### src/rtl/bright_pkg.sv
package bright_pkg;
  // Strobes from control to datapath for the current input cycle.
  typedef struct packed {
    logic frameEdge;  // frame-start seen on the input this cycle
    logic pixTake;    // pixel counts toward the frame sum
  } ctlStrobe_t;
endpackage

### src/rtl/bright_gainmul.sv
module bright_gainmul #(
  parameter int COMP_W    = 8,
  parameter int GAIN_W    = 8,
  parameter int GAIN_FRAC = 4
) (
  input  logic [COMP_W-1:0] comp,
  input  logic [GAIN_W-1:0] gain,
  output logic [COMP_W-1:0] res
);
  localparam int PROD_W = COMP_W + GAIN_W;
  localparam int GAIN_ONE = 1 << GAIN_FRAC;

  logic [GAIN_W-1:0][PROD_W-1:0] part;
  logic [PROD_W-1:0] prod;
  logic [PROD_W-1:0] scaled;

  // One shifted copy of the component per set gain bit.
  for (genvar g = 0; g < GAIN_W; g++) begin : g_part
    assign part[g] = gain[g] ? (PROD_W'(comp) << g) : '0;
  end

  always_comb begin
    prod = '0;
    for (int g = 0; g < GAIN_W; g++) prod = prod + part[g];
  end

  assign scaled = prod >> GAIN_FRAC;
  assign res = (|scaled[PROD_W-1:COMP_W]) ? '1 : scaled[COMP_W-1:0];

  // A gain of unity or above never makes a component darker.
  always_comb begin
    if (gain >= GAIN_W'(GAIN_ONE)) begin
      AST_NO_SHRINK: assert (res >= comp);
    end
  end
endmodule

### src/rtl/bright_datapath.sv
module bright_datapath
  import bright_pkg::*;
#(
  parameter int PIX_LOG2  = 4,
  parameter int COMP_W    = 8,
  parameter int GAIN_W    = 8,
  parameter int GAIN_FRAC = 4,
  localparam int ACC_W    = PIX_LOG2 + COMP_W
) (
  input  logic              clk,
  input  logic              rstN,
  input  ctlStrobe_t        strobe,
  input  logic              inFrameStart,
  input  logic              inLineValid,
  input  logic              inPixValid,
  input  logic [COMP_W-1:0] inR,
  input  logic [COMP_W-1:0] inG,
  input  logic [COMP_W-1:0] inB,
  input  logic [GAIN_W-1:0] gain,
  output logic [ACC_W-1:0]  accSum,
  output logic              outFrameStart,
  output logic              outLineValid,
  output logic              outPixValid,
  output logic [COMP_W-1:0] outR,
  output logic [COMP_W-1:0] outG,
  output logic [COMP_W-1:0] outB
);
  localparam int NCOMP = 3;

  // Shift-add intensity estimate.
  logic [COMP_W-1:0] pixInten;
  assign pixInten = (inR >> 2) + (inG >> 1) + (inB >> 2);

  // Saturating frame accumulator.
  logic [ACC_W-1:0] accReg;
  logic [ACC_W:0]   accNext;
  logic [ACC_W-1:0] intenExt;
  assign intenExt = {{(ACC_W-COMP_W){1'b0}}, pixInten};
  assign accNext  = {1'b0, accReg} + {1'b0, intenExt};

  always_ff @(posedge clk) begin
    if (!rstN) begin
      accReg <= '0;
    end else if (strobe.frameEdge) begin
      accReg <= strobe.pixTake ? intenExt : '0;
    end else if (strobe.pixTake) begin
      accReg <= accNext[ACC_W] ? '1 : accNext[ACC_W-1:0];
    end
  end
  assign accSum = accReg;

  // Stage 1: register the incoming pixel and strobes.
  logic [NCOMP-1:0][COMP_W-1:0] s1Comp;
  logic [NCOMP-1:0][COMP_W-1:0] mulRes;
  logic s1Fs, s1Lv, s1Pv;

  always_ff @(posedge clk) begin
    if (!rstN) begin
      s1Comp <= '0;
      s1Fs   <= 1'b0;
      s1Lv   <= 1'b0;
      s1Pv   <= 1'b0;
    end else begin
      s1Comp <= {inB, inG, inR};
      s1Fs   <= inFrameStart;
      s1Lv   <= inLineValid;
      s1Pv   <= inPixValid;
    end
  end

  // Stage 2: scale by the gain that is current one cycle after capture.
  for (genvar c = 0; c < NCOMP; c++) begin : g_mul
    bright_gainmul #(
      .COMP_W   (COMP_W),
      .GAIN_W   (GAIN_W),
      .GAIN_FRAC(GAIN_FRAC)
    ) u_mul (
      .comp(s1Comp[c]),
      .gain(gain),
      .res (mulRes[c])
    );
  end

  always_ff @(posedge clk) begin
    if (!rstN) begin
      outR          <= '0;
      outG          <= '0;
      outB          <= '0;
      outFrameStart <= 1'b0;
      outLineValid  <= 1'b0;
      outPixValid   <= 1'b0;
    end else begin
      outR          <= mulRes[0];
      outG          <= mulRes[1];
      outB          <= mulRes[2];
      outFrameStart <= s1Fs;
      outLineValid  <= s1Lv;
      outPixValid   <= s1Pv;
    end
  end

  AST_ACC_NO_WRAP: assert property (@(posedge clk) disable iff (!rstN)
    (strobe.pixTake && !strobe.frameEdge) |=> (accSum >= $past(accSum)));

  AST_IDLE_HOLDS_SUM: assert property (@(posedge clk) disable iff (!rstN)
    (!strobe.pixTake && !strobe.frameEdge) |=> $stable(accSum));

  AST_STROBE_LATENCY: assert property (@(posedge clk) disable iff (!rstN)
    $past(rstN) |=> (outPixValid == $past(inPixValid, 2)));
endmodule

### src/rtl/bright_control.sv
module bright_control
  import bright_pkg::*;
#(
  parameter int PIX_LOG2  = 4,
  parameter int COMP_W    = 8,
  parameter int GAIN_W    = 8,
  parameter int GAIN_FRAC = 4,
  parameter int GAIN_MIN  = 4,
  parameter int GAIN_MAX  = 64,
  localparam int ACC_W    = PIX_LOG2 + COMP_W
) (
  input  logic              clk,
  input  logic              rstN,
  input  logic              inFrameStart,
  input  logic              inLineValid,
  input  logic              inPixValid,
  input  logic [COMP_W-1:0] lowThr,
  input  logic [COMP_W-1:0] highThr,
  input  logic [ACC_W-1:0]  accSum,
  output ctlStrobe_t        strobe,
  output logic [GAIN_W-1:0] gain,
  output logic [COMP_W-1:0] meanLevel,
  output logic              meanValid
);
  localparam int GAIN_ONE = 1 << GAIN_FRAC;

  logic seenStart;
  logic [COMP_W-1:0] frameMean;
  logic isLow, isHigh;

  assign strobe.frameEdge = inFrameStart;
  assign strobe.pixTake   = inLineValid & inPixValid;

  // Power-of-two frame: the mean is the top bits of the sum.
  assign frameMean = accSum[ACC_W-1 -: COMP_W];
  assign isLow     = frameMean < lowThr;
  assign isHigh    = frameMean > highThr;

  always_ff @(posedge clk) begin
    if (!rstN) begin
      gain      <= GAIN_W'(GAIN_ONE);
      seenStart <= 1'b0;
      meanLevel <= '0;
      meanValid <= 1'b0;
    end else begin
      meanValid <= 1'b0;
      if (strobe.frameEdge) begin
        seenStart <= 1'b1;
        if (seenStart) begin
          meanLevel <= frameMean;
          meanValid <= 1'b1;
          if (isLow && gain < GAIN_W'(GAIN_MAX)) begin
            gain <= gain + 1'b1;
          end else if (isHigh && gain > GAIN_W'(GAIN_MIN)) begin
            gain <= gain - 1'b1;
          end
        end
      end
    end
  end

  AST_GAIN_RANGE: assert property (@(posedge clk) disable iff (!rstN)
    (gain >= GAIN_W'(GAIN_MIN)) && (gain <= GAIN_W'(GAIN_MAX)));

  AST_GAIN_QUIET: assert property (@(posedge clk) disable iff (!rstN)
    !(strobe.frameEdge && seenStart) |=> $stable(gain));

  AST_GAIN_RAISE: assert property (@(posedge clk) disable iff (!rstN)
    (strobe.frameEdge && seenStart && isLow && gain != GAIN_W'(GAIN_MAX))
      |=> (gain == $past(gain) + 1'b1));

  AST_GAIN_LOWER: assert property (@(posedge clk) disable iff (!rstN)
    (strobe.frameEdge && seenStart && isHigh && !isLow && gain != GAIN_W'(GAIN_MIN))
      |=> (gain == $past(gain) - 1'b1));

  AST_GAIN_HOLD: assert property (@(posedge clk) disable iff (!rstN)
    (strobe.frameEdge && !isLow && !isHigh) |=> $stable(gain));

  AST_MEAN_PULSE: assert property (@(posedge clk) disable iff (!rstN)
    meanValid |=> !meanValid);
endmodule

### src/rtl/bright_ctl.sv
module bright_ctl
  import bright_pkg::*;
#(
  parameter int PIX_LOG2  = 4,
  parameter int COMP_W    = 8,
  parameter int GAIN_W    = 8,
  parameter int GAIN_FRAC = 4,
  parameter int GAIN_MIN  = 4,
  parameter int GAIN_MAX  = 64
) (
  input  logic              clk,
  input  logic              rstN,
  input  logic [COMP_W-1:0] lowThr,
  input  logic [COMP_W-1:0] highThr,
  input  logic              inFrameStart,
  input  logic              inLineValid,
  input  logic              inPixValid,
  input  logic [COMP_W-1:0] inR,
  input  logic [COMP_W-1:0] inG,
  input  logic [COMP_W-1:0] inB,
  output logic              outFrameStart,
  output logic              outLineValid,
  output logic              outPixValid,
  output logic [COMP_W-1:0] outR,
  output logic [COMP_W-1:0] outG,
  output logic [COMP_W-1:0] outB,
  output logic [COMP_W-1:0] meanLevel,
  output logic              meanValid
);
  localparam int ACC_W = PIX_LOG2 + COMP_W;

  ctlStrobe_t        strobe;
  logic [GAIN_W-1:0] gain;
  logic [ACC_W-1:0]  accSum;

  bright_control #(
    .PIX_LOG2(PIX_LOG2), .COMP_W(COMP_W), .GAIN_W(GAIN_W),
    .GAIN_FRAC(GAIN_FRAC), .GAIN_MIN(GAIN_MIN), .GAIN_MAX(GAIN_MAX)
  ) u_ctl (
    .clk(clk), .rstN(rstN),
    .inFrameStart(inFrameStart), .inLineValid(inLineValid), .inPixValid(inPixValid),
    .lowThr(lowThr), .highThr(highThr), .accSum(accSum),
    .strobe(strobe), .gain(gain), .meanLevel(meanLevel), .meanValid(meanValid)
  );

  bright_datapath #(
    .PIX_LOG2(PIX_LOG2), .COMP_W(COMP_W), .GAIN_W(GAIN_W), .GAIN_FRAC(GAIN_FRAC)
  ) u_dp (
    .clk(clk), .rstN(rstN), .strobe(strobe),
    .inFrameStart(inFrameStart), .inLineValid(inLineValid), .inPixValid(inPixValid),
    .inR(inR), .inG(inG), .inB(inB), .gain(gain), .accSum(accSum),
    .outFrameStart(outFrameStart), .outLineValid(outLineValid), .outPixValid(outPixValid),
    .outR(outR), .outG(outG), .outB(outB)
  );
endmodule

### config.mk
export PLATFORM = sky130hd
export DESIGN_NAME = bright_ctl
export DESIGN_NICKNAME = d
export VERILOG_FILES = /design/src/rtl/bright_pkg.sv /design/src/rtl/bright_gainmul.sv /design/src/rtl/bright_datapath.sv /design/src/rtl/bright_control.sv /design/src/rtl/bright_ctl.sv
export SDC_FILE = /design/constraint.sdc
export NUM_CORES = 1
export LEC_CHECK = 0
export ABC_CLOCK_PERIOD_IN_PS = 6000
export BUFFER_PORTS_ARGS = -buffer_cell sky130_fd_sc_hd__buf_2
export CAP_MARGIN = 10
export CORE_AREA = 2 2 186 188
export DETAILED_ROUTE_END_ITERATION = 16
export DIE_AREA = 0 0 188 190
export SYNTH_ARGS = -nofsm -noshare
export SYNTH_HDL_FRONTEND = slang
export SYNTH_SLANG_ARGS = --single-unit
### constraint.sdc
create_clock -name clk -period 6 [get_ports clk]
set_input_delay 0.3 -clock clk [delete_from_list [all_inputs] [get_ports clk]]
set_output_delay 0.3 -clock clk [all_outputs]
set_load 0.03 [all_outputs]
After elaboration in Yosys (flattened, before gate mapping)
Cells that the tools add are included.
Storage, ports and cells
  flip-flop bits (word level): 84
  latch bits: 0
  bits in writable memories: 0
  memory bits (read-only): 0
  output and inout bits: 36
  logic and storage cells: 92
  memories kept: 0
Operators by class
  add/sub/neg operators: 26
  multipliers: 0
  divide/modulo/power cells: 0
  $lt $le $gt $ge: 4
  equality and inequality tests: 0
  shift operators: 0
  multiplexer cells: 34
  bitwise gates (word level): 1
  reductions and logical operators: 10
Operator list (number)
  16-bit adder: 9
  12-bit two-way mux: 6
  8-bit two-way mux: 9
  16-bit by 12-bit adder with 16-bit output: 3
  16-bit by 13-bit adder with 16-bit output: 3
  15-bit two-way mux: 3
  14-bit two-way mux: 3
  13-bit two-way mux: 3
  10-bit by 10-bit adder with 11-bit output: 3
  11-bit two-way mux: 3
  8-bit by 9-bit adder with 10-bit output: 3
  10-bit two-way mux: 3
  9-bit two-way mux: 3
  12-bit by 8-bit adder with 13-bit output: 1
  4-bit OR reduction: 3
  6-bit by 7-bit adder with 8-bit output: 1
  8-bit by 1-bit adder with 8-bit output (second input constant): 1
  8-bit by 6-bit adder with 8-bit output: 1
  8-bit by 3-bit > comparator with 1-bit output (second input constant): 1
  8-bit > comparator: 1
  8-bit by 7-bit less-than comparator with 1-bit output (second input constant): 1
  8-bit less-than comparator: 1
  8-bit by 1-bit subtractor with 8-bit output (second input constant): 1
  2-bit AND reduction: 2
  5 further kinds: 7

Logic depth before layout (Yosys ltp)
  depth in word-level cells: 10
  gate-level depth with buffers: 25
  depth with buffers taken out: 24

By module
From an unflattened synthesis, not the netlist that was laid out.
Unflattened totals
  cell total of the unflattened synthesis: 1145
  area total of the unflattened synthesis: 10390.0 um2
Modules (own cells, without submodules)
  bright_datapath: times used 1, cells each 268, area an instance 2746.4 um2, sequential area each 1321.3 um2
  bright_gainmul (u_dp.g_mul[0].u_mul): times used 1, cells each 243, area an instance 2125.8 um2, sequential area each 0.0 um2
  bright_gainmul (u_dp.g_mul[1].u_mul): times used 1, cells each 238, area an instance 2065.7 um2, sequential area each 0.0 um2
  bright_gainmul (u_dp.g_mul[2].u_mul): times used 1, cells each 232, area an instance 2065.7 um2, sequential area each 0.0 um2
  bright_control: times used 1, cells each 164, area an instance 1386.3 um2, sequential area each 360.3 um2

Worst setup path after synthesis
Ideal clock, no wire load.
  path type: register to register
  start: reg u_ctl.gain[0]
  end: reg u_dp.outR[4]
  setup time: 0.115 ns
  arrival time: 6.001 ns
  required time: 5.885 ns
  path slack: -0.116 ns
  cell stages (with the launch flop): 26
  clock period less this slack: 6.116 ns
  cell sequence: dfxtp_1 > clkbuf_1 > clkbuf_1 > nand2_1 > fa_1 > inv_1 > ha_1 > nand2_1 > o31ai_1 > nand2_1 > nand2_1 > a21oi_1 > xnor2_1 > fa_1 > inv_1 > fa_1 > inv_1 > fa_1 > inv_1 > fa_1 > nor2b_1 > o21bai_1 > a31oi_1 > o21a_1 > o2111ai_2 > o21a_1
On the way
  cells in the longest elaborated chain, start to end: 10
RTL lines
  start, declared: line bright_control.sv:21  | output logic [GAIN_W-1:0] gain,
  start signal, assigned: line bright_control.sv:41  | gain <= GAIN_W'(GAIN_ONE);
  start signal, assigned: line bright_control.sv:53  | gain <= gain + 1'b1;
  start signal, assigned: line bright_control.sv:55  | gain <= gain - 1'b1;
  8-bit two-way mux (*): line bright_gainmul.sv:19  | assign part[g] = gain[g] ? (PROD_W'(comp) << g) : '0;
  8-bit by 9-bit adder with 10-bit output (*): line bright_gainmul.sv:24  | for (int g = 0; g < GAIN_W; g++) prod = prod + part[g];
  10-bit by 10-bit adder with 11-bit output (*): line bright_gainmul.sv:24
  16-bit adder (*): line bright_gainmul.sv:24
  16-bit by 12-bit adder with 16-bit output (*): line bright_gainmul.sv:24
  16-bit by 13-bit adder with 16-bit output (*): line bright_gainmul.sv:24
  16-bit adder (*) (2 in series): line bright_gainmul.sv:24
  4-bit OR reduction: line bright_gainmul.sv:28  | assign res = (|scaled[PROD_W-1:COMP_W]) ? '1 : scaled[COMP_W-1:0];
  8-bit two-way mux (*): line bright_gainmul.sv:28
  end signal, assigned: line bright_datapath.sv:93  | outR <= mulRes[0];
  end, declared: line bright_datapath.sv:24  | output logic [COMP_W-1:0] outR,
Every way passes the cells marked *; elsewhere a longest branch is shown, timed or not.
A chain may end at the register's enable or synchronous reset.

Worst setup path after layout
  start: reg u_ctl.gain[1]
  end: reg u_dp.outR[1]
On the way
  cells in the longest elaborated chain, start to end: 10
RTL lines (line)
  9-bit two-way mux (*): bright_gainmul.sv:19
  8-bit by 9-bit adder with 10-bit output (*): bright_gainmul.sv:24
  10-bit by 10-bit adder with 11-bit output (*): bright_gainmul.sv:24
  16-bit adder (*): bright_gainmul.sv:24
  16-bit by 12-bit adder with 16-bit output (*): bright_gainmul.sv:24
  16-bit by 13-bit adder with 16-bit output (*): bright_gainmul.sv:24
  16-bit adder (*) (2 in series): bright_gainmul.sv:24
  4-bit OR reduction: bright_gainmul.sv:28
  8-bit two-way mux (*): bright_gainmul.sv:28
Marks and branches as above.

==> impl_metrics.yaml <==
detailed_routing:
  drc: 0
  viasPerCell: 4.71
  wl_mm: 25.2
  antenna_left: 0
  dr.pass1.iters: 5
  via_count: 8279
  wl_per_cell_um: 14.4
  drt_iter0_markers: 452
sta:
  tightestPinTransition_ns: 0.958
  timing.final.crit_share: 0.968
  fin_worst_skew_ns: 0.0164
  hold_viol: 0
  setup-violations-final: 0
  tns_ns: 0
  slew_violations: 0
  setup_ws_ns: 0.191
  period_needed_ns: 5.81
  max-slew-margin-rel: 0.360
  timing.fmax_mhz: 172
  rsz0062_at_grt: "yes"
finish:
  antenna_cells: 0
  fill_cells: 3518
  multi_input_area_um2: 8000
  finalNetCount: 1565
  drive_above_1_share: 0.193
  final_core_util: 0.357
  fin_cells: 1756
  seqCellArea_um2: 1690
  area.growth.synth_to_final_pct: 22.0
clocking:
  clock_sink_count: 84
  cts_made_buffers: 9
  cts_max_path_buffers: 2
  cts_tree: "yes"
  clock_latency_ns: 0.38
  htree_levels: 3
  cts_root_buf: "clkbuf_16"
  path_clk_slew_ns: 0.09
  cts_hold_buf: 0
floorplan:
  num_io_pins: 81
  initial_core_util: 0.293
  die_width_um: 188
  rows: 68
  dieArea_um2: 35700
  core_area_um2: 33900
  die_y_um: 190
synth:
  synth_nets: 1445
  ys.flop_type: "dfxtp_1"
  syn_area_um2: 9950
  yosys_register_bits: 84
  synth.avg_cell_area_um2: 8.46
  syn_inst: 1176
  ys_seq_area_frac: 0.169
  synth_cell_type_count: 62
  synth-edff-count: 0
  synth_warnings: 0
  async_reset_ff_frac: 0
worst_setup_path:
  r2r_slack_ns: 0.19
  reg2regPathDepth: 25
  path_max_fanout: 8
  reg2reg_from: "u_ctl.gain[1]"
  critPathKind: "reg -> reg"
  cp.arrival_ns: 6.07
  crit_path_end: "u_dp.outR[1]"
  crit_path_start: "u_ctl.gain[1]"
  cp.required_ns: 6.26
  r2r_end: "u_dp.outR[1]"
  startpoint_type: "flip-flop"
  cp-end-kind: "flip-flop"
pwr:
  internal_power_mw: 1.36
  pwr-share-comb: 0.426
  clockPowerShare: 0.277
  p_total_mw: 2.26
  vdd_drop_max_mv: 0.142
  switching_power_mw: 0.896
  powerDensity_nw_per_um2: 186
  total_leakage_power_nw: 5.79
  sequentialPowerShare: 0.297
  p_sw_frac: 0.397
global_route:
  grt_pass1_wl_mm: 41.4
  overflow: 0
  grt_pass1_vias: 8553
  grt.total_usage: 0.142
  antenna_found_initial: 0
  grt_max_degree: 63
placed_design:
  dpl.cell_count: 1732
  io_buffers: 80
  hpwl_mm: 19.3
  dpl_worst_slack_ns: -0.134
  place.gp.congestion: 0.892
min_path:
  hp-class: "in -> reg"
flow_run:
  drv_cap: 0
run_status:
  status: "completed"
[logic make-up after synthesis]
| logic type | share of synthesized area |
|---|---|
| buf+inv | 0.0798 |
| mux | 0.00516 |
| flops | 0.169 |
| simple gates | 0.193 |
| xor+xnor | 0.0361 |
| fa+ha+maj | 0.365 |
| compound gates | 0.151 |
[worst max-delay path: stages (launching register included)]
cell and delay (ns):
dfxtp_4 0.36, buf_12 0.13, and2_4 0.13, fa_1 0.55
nand3_2 0.07, or2_4 0.26, fa_2 0.36, nor2b_1 0.12
o21ai_1 0.09, a21boi_1 0.20, o21ai_1 0.10, nand2b_1 0.20
xor2_2 0.11, fa_1 0.50, inv_1 0.05, fa_1 0.53
inv_2 0.04, fa_1 0.48, ha_4 0.31, nor2b_4 0.18
o21bai_4 0.09, buf_6 0.12, mux2i_1 0.15, o21bai_4 0.15
o2111ai_4 0.18, o21a_1 0.24
[power groups by stage]
stage	logic, mW	registers (mW)	clock network, mW
3_5_place_dp	0.880	0.683	0
5_1_grt	1.08	0.678	0.665
4_1_cts	0.892	0.671	0.644
6_report	0.962	0.669	0.625
2_1_floorplan	0.568	0.739	0
3_3_place_gp	0.868	0.684	0
[what timing repair did]
| item | in CTS | in global routing |
|---|---|---|
| resized for setup | 10 | 99 |
| pin swaps | 8 | 70 |
| setup endpoints to repair | 16 | 24 |
| endpoints found under the hold margin | 0 | 0 |
| setup buffers | 0 | 8 |
[worst min-delay path by stage]
| stage | from | to | slack, ns | cells past startpoint |
|---|---|---|---|---|
| 2_1_floorplan | u_dp.s1Fs | u_dp.outFrameStart | 0.41 | 1 |
| 3_3_place_gp | u_dp.s1Fs | u_dp.outFrameStart | 0.43 | 1 |
| 3_5_place_dp | u_dp.s1Fs | u_dp.outFrameStart | 0.43 | 1 |
| 4_1_cts | inR[0] | u_dp.s1Comp[0] | 0.12 | 2 |
| 5_1_grt | inR[0] | u_dp.s1Comp[0] | 0.13 | 2 |
| 6_report | inG[0] | u_dp.s1Comp[8] | 0.14 | 2 |
[registers in the layout, indices dropped and copies added (netlist names)]
register / count
u_ctl.gain: 8
u_ctl.meanLevel: 8
u_ctl.meanValid: 1
u_ctl.seenStart: 1
u_dp.accSum: 12
u_dp.outB: 8
u_dp.outFrameStart: 1
u_dp.outG: 8
u_dp.outLineValid: 1
u_dp.outPixValid: 1
u_dp.outR: 8
u_dp.s1Comp: 24
u_dp.s1Fs: 1
u_dp.s1Lv: 1
u_dp.s1Pv: 1
[metal layers]
layer	up-vias	wire, um	track usage
met5	-	0	0
met4	0	323	0.0388
met3	28	988	0.0288
met2	149	11700	0.231
met1	4038	12200	0.191
li1	4064	-	-
[cells in the final DEF, fill, tap and decap left out, types with 4 or more instances in the layout]
cell type / n
o211ai_1: 4
o21bai_1: 13
inv_1: 174
xnor2_1: 26
nor2b_1: 10
buf_2: 81
nand3_2: 4
o21ai_0: 28
nand2_1: 152
o21a_1: 34
buf_4: 56
nand2b_1: 7
nor2_1: 37
a211oi_1: 9
nand4_1: 4
clkbuf_16: 9
nand3_1: 15
a211oi_2: 4
a21oi_1: 55
nor3_1: 11
and2_1: 113
a31oi_1: 4
ha_1: 100
a21oi_2: 8
o22ai_1: 5
dfxtp_1: 79
xor2_1: 13
ha_4: 13
fa_1: 103
a21o_1: 16
fa_2: 8
o21ai_1: 5
[cells in the mapped netlist, types with 3 or more instances]
cell type	number	area, um2
xnor2_1	26	228
mux2i_1	4	40.0
a21o_1	16	120
ha_1	113	1410
nand2b_1	8	50.1
a211oi_1	13	97.6
a31oi_1	7	43.8
a21boi_0	3	22.5
nor2b_1	11	68.8
and3_1	4	25.0
xor2_1	15	131
inv_1	176	661
nand3_1	19	95.1
clkbuf_1	30	113
nor2_1	40	150
o211ai_1	4	30.0
a21oi_1	64	320
nand2_1	153	574
o21a_1	34	255
o31ai_1	4	30.0
nand4_1	4	25.0
o21bai_1	15	113
a221oi_1	3	26.3
o22ai_1	5	31.3
dfxtp_1	84	1680
fa_1	111	2220
or2_2	5	31.3
nor3_1	14	70.1
nor3b_1	3	22.5
and2_1	115	719
o21ai_0	36	180
[cell type report]
class                   count  share of cell area
inverters                 176              0.0544
multi-input cells         883               0.659
clock buffers               9              0.0186
repair buffers            142              0.0741
flip-flops and latches     84               0.139
clock inverters             7             0.00732
well taps                 455              0.0469
[stage by stage]
stage,hold WS [ns],cell area (um2)
after floorplan,0.412,9950
after global placement,0.430,11200
after detailed placement,0.433,11200
after CTS,0.121,11600
after global routing,0.131,12100
final,0.136,12100
Note: power is estimated with default switching activity, not from simulation.
